===== src/rtl/strm_mon_pkg.sv =====
package strm_mon_pkg;

  typedef struct packed {
    logic drop;
    logic data;
    logic last;
  } hs_err_t;

  localparam int unsigned NUM_CNT = 2;
  localparam int unsigned CNT_BEAT = 0;
  localparam int unsigned CNT_PKT  = 1;

endpackage


===== src/rtl/hs_offer_track.sv =====
module hs_offer_track
  import strm_mon_pkg::*;
#(
  parameter int unsigned DATA_W = 32
) (
  input  logic              clk,
  input  logic              rst_n,
  input  logic [DATA_W-1:0] data_i,
  input  logic              valid_i,
  input  logic              ready_i,
  input  logic              last_i,
  output hs_err_t           err_o
);

  logic              pend_q;
  logic [DATA_W-1:0] data_q;
  logic              last_q;
  logic              stall;

  assign stall = valid_i & ~ready_i;

  // Hold a copy of each stalled offer; the copy follows the link while stalled
  always_ff @(posedge clk) begin
    if (!rst_n) begin
      pend_q <= 1'b0;
      data_q <= '0;
      last_q <= 1'b0;
    end else begin
      pend_q <= stall;
      if (stall) begin
        data_q <= data_i;
        last_q <= last_i;
      end
    end
  end

  always_comb begin
    err_o      = '0;
    err_o.drop = pend_q & ~valid_i;
    err_o.data = pend_q & valid_i & (data_i != data_q);
    err_o.last = pend_q & valid_i & (last_i != last_q);
  end

endmodule


===== src/rtl/hs_sat_counter.sv =====
module hs_sat_counter #(
  parameter int unsigned W = 16
) (
  input  logic         clk,
  input  logic         rst_n,
  input  logic         inc_i,
  output logic [W-1:0] cnt_o
);

  localparam logic [W-1:0] TOP = {W{1'b1}};

  logic [W-1:0] cnt_q;

  always_ff @(posedge clk) begin
    if (!rst_n) begin
      cnt_q <= '0;
    end else if (inc_i && (cnt_q != TOP)) begin
      cnt_q <= cnt_q + 1'b1;
    end
  end

  assign cnt_o = cnt_q;

endmodule


===== src/rtl/hs_err_sticky.sv =====
module hs_err_sticky
  import strm_mon_pkg::*;
(
  input  logic    clk,
  input  logic    rst_n,
  input  hs_err_t hit_i,
  output hs_err_t held_o
);

  hs_err_t held_q;

  always_ff @(posedge clk) begin
    if (!rst_n) begin
      held_q <= '0;
    end else begin
      held_q <= held_q | hit_i;
    end
  end

  assign held_o = held_q;

endmodule


===== src/rtl/strm_hs_monitor.sv =====
module strm_hs_monitor
  import strm_mon_pkg::*;
#(
  parameter int unsigned DATA_W = 32,
  parameter int unsigned CNT_W  = 16
) (
  input  logic              clk,
  input  logic              rst_n,
  input  logic [DATA_W-1:0] mon_data,
  input  logic              mon_valid,
  input  logic              mon_ready,
  input  logic              mon_last,
  output logic [CNT_W-1:0]  beat_count,
  output logic [CNT_W-1:0]  pkt_count,
  output logic              err_drop_pulse,
  output logic              err_data_pulse,
  output logic              err_last_pulse,
  output logic              err_drop_sticky,
  output logic              err_data_sticky,
  output logic              err_last_sticky
);

  logic               fire;
  logic [NUM_CNT-1:0] cnt_inc;
  logic [CNT_W-1:0]   cnt_val [NUM_CNT];
  hs_err_t            err_now;
  hs_err_t            err_held;

  assign fire = mon_valid & mon_ready;
  assign cnt_inc[CNT_BEAT] = fire;
  assign cnt_inc[CNT_PKT]  = fire & mon_last;

  hs_offer_track #(.DATA_W(DATA_W)) u_track (
    .clk     (clk),
    .rst_n   (rst_n),
    .data_i  (mon_data),
    .valid_i (mon_valid),
    .ready_i (mon_ready),
    .last_i  (mon_last),
    .err_o   (err_now)
  );

  for (genvar gi = 0; gi < NUM_CNT; gi++) begin : g_cnt
    hs_sat_counter #(.W(CNT_W)) u_cnt (
      .clk   (clk),
      .rst_n (rst_n),
      .inc_i (cnt_inc[gi]),
      .cnt_o (cnt_val[gi])
    );
  end

  hs_err_sticky u_sticky (
    .clk    (clk),
    .rst_n  (rst_n),
    .hit_i  (err_now),
    .held_o (err_held)
  );

  assign beat_count      = cnt_val[CNT_BEAT];
  assign pkt_count       = cnt_val[CNT_PKT];
  assign err_drop_pulse  = err_now.drop;
  assign err_data_pulse  = err_now.data;
  assign err_last_pulse  = err_now.last;
  assign err_drop_sticky = err_held.drop;
  assign err_data_sticky = err_held.data;
  assign err_last_sticky = err_held.last;

endmodule


===== config.mk =====
export PLATFORM = sky130hd
export DESIGN_NAME = strm_hs_monitor
export DESIGN_NICKNAME = d
export VERILOG_FILES = /design/src/rtl/strm_mon_pkg.sv /design/src/rtl/hs_offer_track.sv /design/src/rtl/hs_sat_counter.sv /design/src/rtl/hs_err_sticky.sv /design/src/rtl/strm_hs_monitor.sv
export SDC_FILE = /design/constraint.sdc
export NUM_CORES = 1
export LEC_CHECK = 0
export ABC_AREA = 1
export BUFFER_PORTS_ARGS = -buffer_cell sky130_fd_sc_hd__buf_2
export CAP_MARGIN = 15
export CORE_UTILIZATION = 35
export CTS_BUF_LIST = sky130_fd_sc_hd__clkbuf_16
export CTS_CLUSTER_SIZE = 14
export DETAILED_ROUTE_END_ITERATION = 10
export PLACE_DENSITY_LB_ADDON = 0.12
export SYNTH_ARGS = -nofsm -noshare
export SYNTH_HDL_FRONTEND = slang
export SYNTH_SLANG_ARGS = --single-unit

===== constraint.sdc =====
create_clock -name clk -period 1.5 [get_ports clk]
set_input_delay 0.075 -clock clk [delete_from_list [all_inputs] [get_ports clk]]
set_output_delay 0.075 -clock clk [all_outputs]
set_load 0.1 [all_outputs]

==> results_tabular.tex <==
\begin{tabular}{lr}
\hline
Metric & Value \\
\hline
\multicolumn{2}{l}{\textbf{Status}} \\
\quad Outcome & finished, violations left \\
\quad Violated checks & setup timing \\
\multicolumn{2}{l}{\textbf{Timing}} \\
\quad Final setup slack of the worst path & -83.0 ps \\
\quad Final cycle utilization of the critical path & 106\% \\
\quad Final sum of negative setup slack & -232 ps \\
\quad RSZ-0062 raised after global routing & yes \\
\quad Actual transition at the worst max-transition pin & 568 ps \\
\quad Maximum clock frequency & 0.632 GHz \\
\quad Worst slew margin relative to its limit & 61.9\% \\
\quad Post-layout minimum cycle time & around 1600 ps \\
\quad Pins Over Slew Limit & 0 \\
\quad Final setup fails & 5 \\
\quad Final clock skew & 4.49 ps \\
\quad Total count of hold-check failures in the final report & 0 \\
\multicolumn{2}{l}{\textbf{Layout}} \\
\quad Count of antenna diodes in the layout & 0 \\
\quad Layout cell share with drive strength beyond 1 & between 30\% and 40\% \\
\quad Total number of nets in the final design & 653 \\
\quad Post-layout util & 51.6\% \\
\quad Synthesis-to-layout area growth & 43.2\% \\
\quad Post-route cell area & $\sim$5000 sq um \\
\multicolumn{2}{l}{\textbf{Setup path}} \\
\quad WP data arrival & 1510 ps \\
\quad Required arrival time at the worst endpoint & about 1400 ps \\
\quad Crit Path Category & reg2out \\
\quad Maximum fanout along the worst path & 2 \\
\quad Register-to-register path setup slack & -80 ps \\
\quad Type of destination of the critical path & output port \\
\quad Critical Path Start Type & flop \\
\multicolumn{2}{l}{\textbf{Yosys}} \\
\quad Number of standard cells after synthesis & 506 \\
\quad Synth cell types & 34 \\
\quad Warnings, synthesis & 0 \\
\quad Sequential fraction of the synthesis area & approximately 39\% \\
\quad Nets in the synthesized netlist & between 500 and 600 \\
\quad Netlist area before placement & 3500 sq um \\
\quad Seq cells post-synth & 69 \\
\quad Synthesized area divided by synthesized cell count & around 6.9 sq um \\
\multicolumn{2}{l}{\textbf{Place}} \\
\quad Placed cell area & 4250 sq um \\
\quad Number of I/O port buffers & 74 \\
\quad Placed wire-length estimate & 5760 um \\
\quad Place WS & -3.64 ps \\
\quad Global placement routability congestion & a little under 0.8 \\
\multicolumn{2}{l}{\textbf{Clock tree}} \\
\quad Total clock buffers created by CTS & 9 \\
\quad Clock tree from TritonCTS & built \\
\quad Clock-pin slew of the registers on the worst-case setup and hold paths & approximately 60 ps \\
\quad Sinks on the clock net & 69 \\
\quad H-tree levels & 3 \\
\quad Clock insertion delay at the later pin of the skew report & 330 ps \\
\quad Worst-case clock buffer depth & 2 \\
\quad Root buffer cell & clkbuf\_16 \\
\multicolumn{2}{l}{\textbf{Floorplan}} \\
\quad Number of rows created at floorplan & 36 \\
\quad Starting density of the core & 36.0\% \\
\quad Die area & between 10000 and 15000 sq um \\
\quad IO Count & 75 \\
\quad Horizontal die dimension & between 100 and 150 um \\
\quad Core ar. & 9730 sq um \\
\quad Die height & 102 um \\
\multicolumn{2}{l}{\textbf{Pwr}} \\
\quad Static leakage & roughly 2.1 nW \\
\quad Maximum ir drop on the vdd rail & between 0.7 and 0.8 mV \\
\quad Total power density per cell area & 956 nW/um\^{}2 \\
\multicolumn{2}{l}{\textbf{GRT}} \\
\quad Total overflow reported by the global router & 0 \\
\quad Number of antenna violations at the first check in global routing & 0 \\
\quad First-pass GRT wire length & around 13000 um \\
\quad Global routing usage summed across all routing layers & between 10\% and 20\% \\
\quad Pin count of the biggest net entering global routing & 44 \\
\quad Via count of the first global-routing pass & 3024 \\
\multicolumn{2}{l}{\textbf{Route}} \\
\quad Final Routed Wirelength & 8750 um \\
\quad Average wire length per cell after detail routing & 11.6 um \\
\quad Vias/cell & 4.61 \\
\quad Remaining number of nets flagged by the antenna check after routing & 0 \\
\quad First-pass detailed-route iteration total & 4 \\
\quad Total number of vias & 3470 \\
\quad Drt drc & 0 \\
\quad Detailed Route Iter0 Violations & 88 \\
\multicolumn{2}{l}{\textbf{Flow run}} \\
\quad Max\_cap viols & 0 \\
\multicolumn{2}{l}{\textbf{Worst hold path}} \\
\quad Hold WC Path Type & in2reg \\
\hline
\end{tabular}
[report_power, final]
part	switching [mW]	internal, mW	leakage, nW	total (mW)
Sequential	0.0493	1.87	0.591	1.92
Clock	0.836	1.50	0.167	2.33
Combinational	0.326	0.216	1.38	0.541
[registers in the layout, indices dropped and copies added (netlist names)]
register	cells
g_cnt.u_cnt.cnt_o	32
u_sticky.held_o	3
u_track.data_q	32
u_track.last_q	1
u_track.pend_q	1
[synthesized netlist by cell type (all sizes together)]
| library cell | n | area [sq um] |
|---|---|---|
| a21oi | 28 | 144 |
| a31oi | 1 | 6.26 |
| buf | 8 | 65.1 |
| clkbuf | 9 | 35.0 |
| clkinv | 1 | 3.75 |
| dfxtp | 69 | 1380 |
| ha | 2 | 25.0 |
| inv | 46 | 175 |
| nand2 | 122 | 465 |
| nand3 | 20 | 145 |
| nand4 | 4 | 31.3 |
| nor2 | 105 | 417 |
| nor3 | 11 | 76.3 |
| nor3b | 1 | 7.51 |
| o21a | 1 | 7.51 |
| o21ai | 43 | 215 |
| o21bai | 2 | 15.0 |
| xnor2 | 27 | 236 |
| xor2 | 6 | 52.6 |
[critical path, stage by stage, from the launching register on]
cell     delay [ps]
dfxtp_2         320
xnor2_1         140
nand2_1          70
nor2_1           90
nand2_1          90
nor2_4          140
nand2_2          70
nand2_2          70
inv_2            40
buf_12          150
[layout by cell type, fill, tap and decap left out, types with 6 or more instances in the layout]
cell,netlist,routed
clkbuf_16,0,11
dfxtp_1,69,23
nand2_1,119,113
buf_2,1,72
dfxtp_4,0,22
nor2_4,2,7
nor2_1,100,92
nor2_2,3,6
xnor2_1,27,22
xor2_1,6,6
dfxtp_2,0,24
a21oi_1,27,20
a21oi_2,1,8
dlygate4sd3_1,0,11
nand3_1,11,11
buf_4,1,26
nand2_2,3,7
o21ai_0,42,38
inv_1,44,41
[routing by layer]
layer  track usage [%]  vias to the layer above  wire, um
li1                  -                     1816         -
met1              20.1                     1592      4030
met3              5.40                        4       405
met4              3.63                        0        55
met5                 0                        -         0
met2              28.4                       58      4260
[per-stage QoR]
| stage | hold slack [ps] | std cells | power (mW) |
|---|---|---|---|
| floorplan | 210 | 506 | 2.29 |
| global placement | 326 | 712 | 2.43 |
| detailed placement | 335 | 712 | 2.44 |
| CTS | 0.554 | 739 | 4.83 |
| global route | 3.28 | 752 | 5.01 |
| finish | 5.43 | 752 | 4.80 |
[area by class of cell]
class | instances | area [sq um]
timing repair buffer | 113 | 728
tap | 133 | 166
inverter | 47 | 193
fill | 976 | 4710
clock buffer | 11 | 275
multi-input combinational | 373 | 2090
sequential | 69 | 1490
timing repair inverter | 1 | 5.00
clock inverter | 5 | 62.6
[logic make-up (layout without fill, tap and decap cells)]
family / after synthesis / count (layout) / synth area share, %
fa+ha+maj: 2 / 2 / 0.714
flops: 69 / 69 / 39.4
buf+inv: 64 / 177 / 7.96
simple gates: 263 / 263 / 32.6
xor+xnor: 33 / 33 / 8.25
compound gates: 75 / 75 / 11.1
[timing repair]
action / 4_1_cts / 5_1_grt
cloned: 0 / 1
setup endpoints to repair: 9 / 22
pin swaps: 13 / 29
setup buffers: 0 / 12
gates resized for setup: 15 / 53
hold endpoints to repair: 11 / 0
hold buffers: 11 / 0
[path summary, 6_finish.rpt]
path                      startpoint                 endpoint  cells after the start
max                u_track.data_q[7]           err_data_pulse                      9
min                     mon_data[30]       u_track.data_q[30]                      3
max reg2reg  g_cnt[1].u_cnt.cnt_o[1]  g_cnt[1].u_cnt.cnt_o[0]                      8
min reg2reg       u_sticky.held_o[1]       u_sticky.held_o[1]                      2
No activity file was read; power rests on OpenSTA's default activity.
